$ cat src/rtl/mdio_pkg.sv
package mdio_pkg;

    localparam int PHY_AW    = 5;
    localparam int REG_AW    = 5;
    localparam int DATA_W    = 16;
    localparam int PRE_LEN   = 32;
    localparam int ST_LEN    = 2;
    localparam int OP_LEN    = 2;
    localparam int TA_LEN    = 2;

    // first slot after the register address field
    localparam int HDR_END    = PRE_LEN + ST_LEN + OP_LEN + PHY_AW + REG_AW;
    localparam int TA_SAMPLE  = HDR_END + 1;
    localparam int DATA_FIRST = HDR_END + TA_LEN;
    localparam int FRAME_LEN  = DATA_FIRST + DATA_W;
    localparam int SLOT_W     = $clog2(FRAME_LEN);

    localparam logic [ST_LEN-1:0] CODE_START = 2'b01;
    localparam logic [OP_LEN-1:0] OP_RD      = 2'b10;
    localparam logic [OP_LEN-1:0] OP_WR      = 2'b01;
    localparam logic [TA_LEN-1:0] TA_WR      = 2'b10;

    typedef logic [SLOT_W-1:0]    slot_t;
    typedef logic [FRAME_LEN-1:0] frame_t;

    typedef struct packed {
        logic              rd;
        logic [PHY_AW-1:0] phy;
        logic [REG_AW-1:0] regad;
        logic [DATA_W-1:0] wdata;
    } mgmt_cmd_t;

    typedef enum logic [1:0] {
        SEQ_IDLE,
        SEQ_RUN,
        SEQ_FINISH
    } seq_state_e;

    // Whole frame as one vector, first bit on the wire in the MSB.
    function automatic frame_t build_frame(input mgmt_cmd_t c);
        logic [OP_LEN-1:0]        op;
        logic [TA_LEN+DATA_W-1:0] tail;
        op   = c.rd ? OP_RD : OP_WR;
        tail = c.rd ? '1 : {TA_WR, c.wdata};
        return {{PRE_LEN{1'b1}}, CODE_START, op, c.phy, c.regad, tail};
    endfunction

endpackage

$ cat src/rtl/mdio_mdc_gen.sv
module mdio_mdc_gen #(
    parameter int HALF_DIV = 10
) (
    input  logic clk,
    input  logic rst,
    input  logic run,
    output logic mdc,
    output logic first_low,
    output logic smp_stb,
    output logic end_stb
);
    localparam int CW = (HALF_DIV > 1) ? $clog2(HALF_DIV) : 1;
    localparam logic [CW-1:0] CNT_LAST = CW'(HALF_DIV - 1);

    logic [CW-1:0] cnt_q;
    logic          ph_q;

    always_ff @(posedge clk) begin
        if (rst || !run) begin
            cnt_q <= '0;
            ph_q  <= 1'b0;
        end else if (cnt_q == CNT_LAST) begin
            cnt_q <= '0;
            ph_q  <= ~ph_q;
        end else begin
            cnt_q <= cnt_q + 1'b1;
        end
    end

    assign mdc       = ph_q;
    assign first_low = run && !ph_q && (cnt_q == '0);
    assign smp_stb   = run && !ph_q && (cnt_q == CNT_LAST);
    assign end_stb   = run &&  ph_q && (cnt_q == CNT_LAST);


    idle_low_chk: assert property (@(posedge clk) disable iff (rst)
        !run |=> !mdc);

endmodule

$ cat src/rtl/mdio_frame_seq.sv
module mdio_frame_seq
    import mdio_pkg::*;
(
    input  logic      clk,
    input  logic      rst,
    input  logic      start,
    input  mgmt_cmd_t cmd,
    input  logic      first_low,
    input  logic      end_stb,
    output logic      run,
    output logic      accept,
    output slot_t     slot,
    output logic      is_rd,
    output logic      mdo,
    output logic      oe,
    output logic      done
);
    seq_state_e st_q;
    slot_t      slot_q;
    frame_t     sh_q;
    logic       rd_q;
    logic       oe_q;
    logic       done_q;

    assign accept = (st_q == SEQ_IDLE) && start;

    always_ff @(posedge clk) begin
        if (rst) begin
            st_q   <= SEQ_IDLE;
            slot_q <= '0;
            sh_q   <= '1;
            rd_q   <= 1'b0;
            oe_q   <= 1'b1;
            done_q <= 1'b0;
        end else begin
            done_q <= 1'b0;
            case (st_q)
                SEQ_IDLE: begin
                    if (start) begin
                        st_q   <= SEQ_RUN;
                        slot_q <= '0;
                        sh_q   <= build_frame(cmd);
                        rd_q   <= cmd.rd;
                    end
                end
                SEQ_RUN: begin
                    // hand the line over one clock into the low phase
                    if (rd_q && first_low && slot_q == slot_t'(HDR_END))
                        oe_q <= 1'b0;
                    if (end_stb) begin
                        if (slot_q == slot_t'(FRAME_LEN - 1)) begin
                            st_q <= SEQ_FINISH;
                            sh_q <= '1;
                        end else begin
                            slot_q <= slot_q + 1'b1;
                            sh_q   <= {sh_q[FRAME_LEN-2:0], 1'b1};
                        end
                    end
                end
                SEQ_FINISH: begin
                    oe_q   <= 1'b1;
                    done_q <= 1'b1;
                    st_q   <= SEQ_IDLE;
                end
                default: st_q <= SEQ_IDLE;
            endcase
        end
    end

    assign run   = (st_q == SEQ_RUN);
    assign slot  = slot_q;
    assign is_rd = rd_q;
    assign mdo   = sh_q[FRAME_LEN-1];
    assign oe    = oe_q;
    assign done  = done_q;


    preamble_chk: assert property (@(posedge clk) disable iff (rst)
        (st_q == SEQ_RUN && slot_q < slot_t'(PRE_LEN)) |-> (mdo && oe_q));


    wr_drive_chk: assert property (@(posedge clk) disable iff (rst)
        (st_q != SEQ_IDLE && !rd_q) |-> oe_q);


    rd_release_chk: assert property (@(posedge clk) disable iff (rst)
        (st_q == SEQ_RUN && rd_q && slot_q > slot_t'(HDR_END)) |-> !oe_q);


    done_pulse_chk: assert property (@(posedge clk) disable iff (rst)
        done_q |=> !done_q);


    busy_hold_chk: assert property (@(posedge clk) disable iff (rst)
        (st_q != SEQ_IDLE) |=> $stable(rd_q));

endmodule

$ cat src/rtl/mdio_rx_capture.sv
module mdio_rx_capture
    import mdio_pkg::*;
(
    input  logic              clk,
    input  logic              rst,
    input  logic              clear,
    input  logic              smp_stb,
    input  slot_t             slot,
    input  logic              is_rd,
    input  logic              mdi,
    output logic [DATA_W-1:0] rd_data,
    output logic              err
);
    logic [DATA_W-1:0] data_q;
    logic              err_q;

    always_ff @(posedge clk) begin
        if (rst || clear) begin
            data_q <= '0;
            err_q  <= 1'b0;
        end else if (smp_stb && is_rd) begin
            if (slot == slot_t'(TA_SAMPLE))
                err_q <= mdi;
            else if (slot >= slot_t'(DATA_FIRST) && !err_q)
                data_q <= {data_q[DATA_W-2:0], mdi};
        end
    end

    assign rd_data = data_q;
    assign err     = err_q;


    zero_on_err_chk: assert property (@(posedge clk) disable iff (rst)
        err_q |-> (data_q == '0));


    wr_no_err_chk: assert property (@(posedge clk) disable iff (rst)
        !is_rd |-> !err_q);

endmodule

$ cat src/rtl/mgmt_frame_master.sv
module mgmt_frame_master
    import mdio_pkg::*;
#(
    parameter int HALF_DIV = 10
) (
    input  logic              clk,
    input  logic              rst,
    input  logic              cmd_start,
    input  logic              cmd_read,
    input  logic [PHY_AW-1:0] cmd_phy,
    input  logic [REG_AW-1:0] cmd_reg,
    input  logic [DATA_W-1:0] cmd_wdata,
    output logic [DATA_W-1:0] rd_data,
    output logic              rd_error,
    output logic              done,
    output logic              mdc,
    output logic              mdio_o,
    output logic              mdio_oe,
    input  logic              mdio_i
);
    mgmt_cmd_t cmd;
    logic      run, accept, is_rd;
    logic      first_low, smp_stb, end_stb;
    slot_t     slot;

    assign cmd = '{rd: cmd_read, phy: cmd_phy, regad: cmd_reg, wdata: cmd_wdata};

    mdio_mdc_gen #(.HALF_DIV(HALF_DIV)) u_clk (
        .clk       (clk),
        .rst       (rst),
        .run       (run),
        .mdc       (mdc),
        .first_low (first_low),
        .smp_stb   (smp_stb),
        .end_stb   (end_stb)
    );

    mdio_frame_seq u_seq (
        .clk       (clk),
        .rst       (rst),
        .start     (cmd_start),
        .cmd       (cmd),
        .first_low (first_low),
        .end_stb   (end_stb),
        .run       (run),
        .accept    (accept),
        .slot      (slot),
        .is_rd     (is_rd),
        .mdo       (mdio_o),
        .oe        (mdio_oe),
        .done      (done)
    );

    mdio_rx_capture u_rx (
        .clk     (clk),
        .rst     (rst),
        .clear   (accept),
        .smp_stb (smp_stb),
        .slot    (slot),
        .is_rd   (is_rd),
        .mdi     (mdio_i),
        .rd_data (rd_data),
        .err     (rd_error)
    );


    oe_no_edge_chk: assert property (@(posedge clk) disable iff (rst)
        (mdio_oe != $past(mdio_oe)) |-> (mdc == $past(mdc)));


    mdo_low_chk: assert property (@(posedge clk) disable iff (rst)
        (mdc && $past(mdc)) |-> (mdio_o == $past(mdio_o)));

endmodule

$ cat config.mk
export PLATFORM = sky130hd
export DESIGN_NAME = mgmt_frame_master
export DESIGN_NICKNAME = d
export VERILOG_FILES = /design/src/rtl/mdio_pkg.sv /design/src/rtl/mdio_mdc_gen.sv /design/src/rtl/mdio_frame_seq.sv /design/src/rtl/mdio_rx_capture.sv /design/src/rtl/mgmt_frame_master.sv
export SDC_FILE = /design/constraint.sdc
export NUM_CORES = 1
export LEC_CHECK = 0
export BUFFER_PORTS_ARGS = -buffer_cell sky130_fd_sc_hd__buf_2
export CORE_MARGIN = 4
export CORE_UTILIZATION = 25
export CTS_CLUSTER_DIAMETER = 120
export CTS_CLUSTER_SIZE = 28
export DETAILED_ROUTE_END_ITERATION = 6
export PLACE_DENSITY = 0.53
export SETUP_SLACK_MARGIN = 0.5
export SYNTH_ARGS = -nofsm -noshare
export SYNTH_HDL_FRONTEND = slang
export SYNTH_SLANG_ARGS = --single-unit
$ cat constraint.sdc
create_clock -name clk -period 1.8 [get_ports clk]
set_input_delay 0.18 -clock clk [delete_from_list [all_inputs] [get_ports clk]]
set_output_delay 0.18 -clock clk [all_outputs]
set_load 0.005 [all_outputs]
# After elaboration in Yosys (flattened, before gate mapping)
# Index checks and enable logic that the tools add are counted.
dict set report totals {
  ff_bits 97
  latch_bits 0
  ram_bits 0
  romBits 0
  input_bits 31
  output_inout_bits 21
  elab_cells 70
  mem_count 0
}
dict set report classes {
  add_sub_neg 2
  n_mul 0
  div 0
  n_lt_le_gt_ge 1
  eq_ne 11
  shifts 0
  mux 17
  bitwise_logic 2
  n_reduce_logical 27
}
# op n
set ops {}
lappend ops {{$mux 64} 3}
lappend ops {{$pmux 64 s2} 1}
lappend ops {{$eq 6x6->1 const B} 3}
lappend ops {{$mux 6} 3}
lappend ops {{$mux 17} 1}
lappend ops {{$pmux 6 s2} 1}
lappend ops {{$logic_and 1x1->1} 10}
lappend ops {{$reduce_and 3->1} 3}
lappend ops {{$mux 2} 4}
lappend ops {{$add 6x1->6 const B} 1}
lappend ops {{$ge 6x6->1 const B} 1}
lappend ops {{$ne 2x2->1 const B} 3}
lappend ops {{$reduce_and 2->1} 3}
lappend ops {{$add 4x1->4 const B} 1}
lappend ops {{$eq 4x4->1 const B} 1}
lappend ops {{$logic_not 4->1} 1}
lappend ops {{$ne 2x1->1 const B} 2}
lappend ops {{$pmux 2 s2} 1}
lappend ops {{$reduce_and 4->1} 1}
lappend ops {{$reduce_bool 2->1} 2}
lappend ops {{$logic_not 1->1} 3}
lappend ops {{$eq 2x1->1 const B} 1}
lappend ops {{$eq 2x2->1 const B} 1}
lappend ops {{$logic_not 2->1} 1}
lappend ops {{5 further kinds} 8}

# Depth between registers and ports, before layout
dict set report depth {
  depth_word 7
  mapped_depth 9
  ltp_nobuf 6
}

# Hierarchy
# A second synthesis with hierarchy kept.
dict set report hier_totals {
  hier_cells 420
  hier_area_um2 3930.0
}
# mod n_inst cells_each area_each_um2 seq_area_each_um2
set modules_own_cells {}
lappend modules_own_cells {mdio_frame_seq 1 334 2995.4 1501.4}
lappend modules_own_cells {mdio_rx_capture 1 59 671.9 340.3}
lappend modules_own_cells {mdio_mdc_gen 1 27 262.8 100.1}

# Least setup slack after synthesis
# OpenSTA, ideal clock, no wires.
dict set report synth_path {
  path_type {register to register}
  startpoint {register u_clk.cnt_q[0]}
  endpoint {register u_seq.sh_q[32]}
  setup_time_ns 0.114
  t_arrival_ns 1.703
  required_ns 1.686
  setup_slack_ns -0.017
  path_stages_with_launch 8
  path_buffers 2
  period_less_slack_ns 1.817
  path_cell_list {dfxtp_1 -> ha_1 -> and3b_1 -> buf_2 -> a21boi_4 -> clkbuf_1 -> or4_1 -> a21o_1}
}
dict set report synth_via {
  elab_chain_cells 4
}
# item line
set synth_lines {}
lappend synth_lines {{start: declaration} mdio_mdc_gen.sv:15} ;# logic [CW-1:0] cnt_q;
lappend synth_lines {{start signal: assignment} mdio_mdc_gen.sv:26} ;# cnt_q <= cnt_q + 1'b1;
lappend synth_lines {{$eq 4x4->1} mdio_mdc_gen.sv:33} ;# assign end_stb = run && ph_q && (cnt_q == CNT_LAST);
lappend synth_lines {{$logic_and 1x1->1} mdio_mdc_gen.sv:33}
lappend synth_lines {{$ne 2x2->1 (no source line)} n/a}
lappend synth_lines {{$reduce_and 3->1 (no source line)} n/a}
lappend synth_lines {{end signal: assignment} mdio_frame_seq.sv:42} ;# sh_q <= build_frame(cmd);
lappend synth_lines {{end signal: assignment} mdio_frame_seq.sv:56} ;# sh_q <= {sh_q[FRAME_LEN-2:0], 1'b1};
lappend synth_lines {{end: declaration} mdio_frame_seq.sv:20} ;# frame_t sh_q;
# Every way passes these cells.
# A chain may end at the register's enable or synchronous reset.

# Final worst setup path
dict set report layout_path {
  startpoint {register u_clk.cnt_q[1]}
  endpoint {register u_seq.sh_q[61]}
}
# The elaborated chain is that of the path after synthesis.

==> flow_summary.toml <==
[clock_tree]
clock_sinks = 97
htreeDepth = 3
clock_latency_ps = 340
root_buffer = "clkbuf_16"
holdBufCountCts = 0
clock_path_buffers = 2
cts_made_buffers = 9
clkTransAtPathRegs_ps = 70
cts_tree = "yes"

[critical_path]
slowest_delay_ps = 470
start_kind = "register"
required_ps = 2040
crit_path_start = "u_clk.cnt_q[1]"
crit_path_end = "u_seq.sh_q[61]"
path_class = "register to register"
crit_arrival_ps = 2010
reg2reg_depth = 7
reg2reg_to = "u_seq.sh_q[61]"
end_kind = "register"
cp_cell_sequence = "inv_2, ha_4, and3b_2, a21boi_4, clkbuf_16, or4_1, a21o_1"
rrSetupSlack_ps = 30
path_max_fanout = 21
timing.rr.start = "u_clk.cnt_q[1]"
cpMaxStageDelayCell = "or4_1"

[floorplanning]
die_w_um = 139
rows = 47
die_h_um = 139
die_area_um2 = 19300
core_area_um2 = 16700
initial_utilization_pct = 25.7
io_pins = 52

[synthesis]
avgSynthCellArea_um2 = 9.40
ys_warn_count = 0
synth_top_area_share_pct = 45.2
synth_compound_area_share_pct = 27.7
postSynthNetCount = 493
synthTopCellsByArea = "dfxtp_1 (45%), a21o_1 (12%), or4_1 (5.9%), o211ai_1 (5.1%), mux2i_1 (4.7%)"
ys_seq_area_share_pct = 45.2
syn_area_um2 = 4300
synth-simple-area-share_pct = 15.0
synth_top_family_by_area = "compound AO/OA/AOI/OAI gates"
synthAdderAreaFrac_pct = 1.46
synth_seq_cells = 97
synthMuxAreaShare_pct = 4.66
synth_flop_cell = "dfxtp_1"
synth-edff-count = 0
synth_xor_area_share_pct = 0.612
netlist_instances = 457
synthArstFlopShare_pct = 0
synth_top_area_cell = "dfxtp_1"
synth_cell_types = 43

[status]
status = "complete, no violations"

[worst_hold_path]
hold_class = "input port to register"
holdPathStages = 3

[timing]
hold_viol = 0
clock_skew_ps = 8.09
setup_viol = 0
rsz0062_at_grt = "yes"
slew_violations = 0
worst_slew_pin_slew_ps = 486
whs_ps = 106
fmax_mhz = 566
finalCriticalPeriod_ps = 1770
period_share_pct = 98.2
relSlewSlack_pct = 67.5

[power]
max-vdd-ir-drop_mv = 0.461
total_leakage_power_nw = 2.06
finalPower_mw = 4.68
p_per_area_nw_per_um2 = 803

[routing]
vias = 3794
routedWlPerCell_um = 15.9
drc = 0
first_iter_violations = 243
ant_nets = 0
drtPass1Iterations = 4
drt_wl_total_um = 11900
via_per_inst = 5.06

[global_routing]
grt_overflow = 0
grt_pass1_wl_um = 19500
antenna_found_initial = 0
grt_usage_pct = 12.2
grt_max_degree = 44
grt_pass1_vias = 3827

[placed_design]
dp_hpwl_um = 6660
port_buffers = 51
gp_congestion = 0.782

[final_layout]
area_growth_pct = 35.8
num-nets-final = 561
drive_gt1_share_pct = 33.4
layout_commonest_cell = "dfxtp_1"
num_antenna_cells = 0
mostFrequentLayoutCells = "dfxtp_1 (88), a21o_1 (68), buf_2 (51)"

[run]
drv_cap = 0
[flip-flops by register name (all words and copies together) (netlist names)]
signal / count
u_seq.done: 1
u_rx.rd_data: 16
u_seq.sh_q: 64
u_seq.st_q: 2
u_seq.is_rd: 1
u_clk.mdc: 1
u_rx.err: 1
u_seq.oe: 1
u_seq.slot: 6
u_clk.cnt_q: 4
[report_power, final]
group          leakage, nW  switching, mW  internal (mW)
Combinational         1.12          0.289          0.254
Clock                0.150          0.840           1.06
Sequential           0.796         0.0328           2.20
[layout make-up]
cell class / instances / area (µm²)
tap: 220 / 275
inverter: 8 / 30.0
sequential: 97 / 1960
clock inverter: 4 / 31.3
timing repair buffer: 103 / 913
clock buffer: 12 / 267
fill: 1695 / 10900
multi-input combinational: 306 / 2360
[routing by layer]
layer | share of wire [%] | global-route usage, % | vias up
met5 | 0 | 0 | -
met4 | 1.1 | 3.50 | 0
met3 | 4.8 | 3.79 | 13
met2 | 48 | 20.1 | 92
met1 | 46 | 15.3 | 1835
li1 | - | - | 1854
[cells in the mapped netlist, drive strengths merged, types with 2 or more instances]
cell type and count:
dfxtp 97, a21o 68, o21ai 38, clkbuf 35
or4 34, o211ai 29, o22ai 25, nor2 21
mux2i 20, nand2 13, buf 11, inv 8
nand3 7, or3 6, a21oi 5, ha 5
a211oi 3, a31oi 3, nand2b 3, nand4 3
nor3 3, nor4 3, and3 2, nand3b 2
xnor2 2
[critical path: cells and delay by family, from the launching register on]
kind            cells  cell delay [ps]
fa+ha+maj           1              120
compound gates      2              260
buf+inv             2              260
flops               1              320
simple gates        2              690
[worst min-delay path by stage]
stage                        start             end  slack (ps)
floorplan                 cmd_read     u_seq.is_rd         320
global placement    u_clk.cnt_q[0]  u_clk.cnt_q[0]         450
detailed placement  u_clk.cnt_q[0]  u_clk.cnt_q[0]         460
CTS                       cmd_read     u_seq.is_rd         100
global route              cmd_read     u_seq.is_rd         110
finish                    cmd_read     u_seq.is_rd         110
[per-stage QoR]
step | instances | TNS, ps | util, % | setup slack [ps] | area [µm²]
3_3_place_gp | 705 | 0 | 29.5 | 50.3 | 4920
6_report | 750 | 0 | 34.9 | 32.6 | 5830
3_5_place_dp | 705 | 0 | 29.5 | 8.10 | 4920
2_1_floorplan | 457 | 0 | - | 55.5 | 4430
4_1_cts | 744 | 0 | 33.8 | 73.4 | 5640
5_1_grt | 750 | -85.5 | 34.9 | -20.7 | 5830
[logic make-up after synthesis]
family | count (synthesis)
AOI/OAI and AO/OA | 175
and+or+nand+nor | 103
DFF | 97
buffers and inverters | 54
muxes | 20
adders and majority gates | 5
xor gates and xnor gates | 3
[repair_timing]
action                                  4_1_cts  5_1_grt
gates cloned                                  6        2
resized for setup                            34       25
setup buffers                                17        4
endpoints found under the setup margin       91       92
pin swaps                                    12       20
No activity file was read; power rests on OpenSTA's default activity.
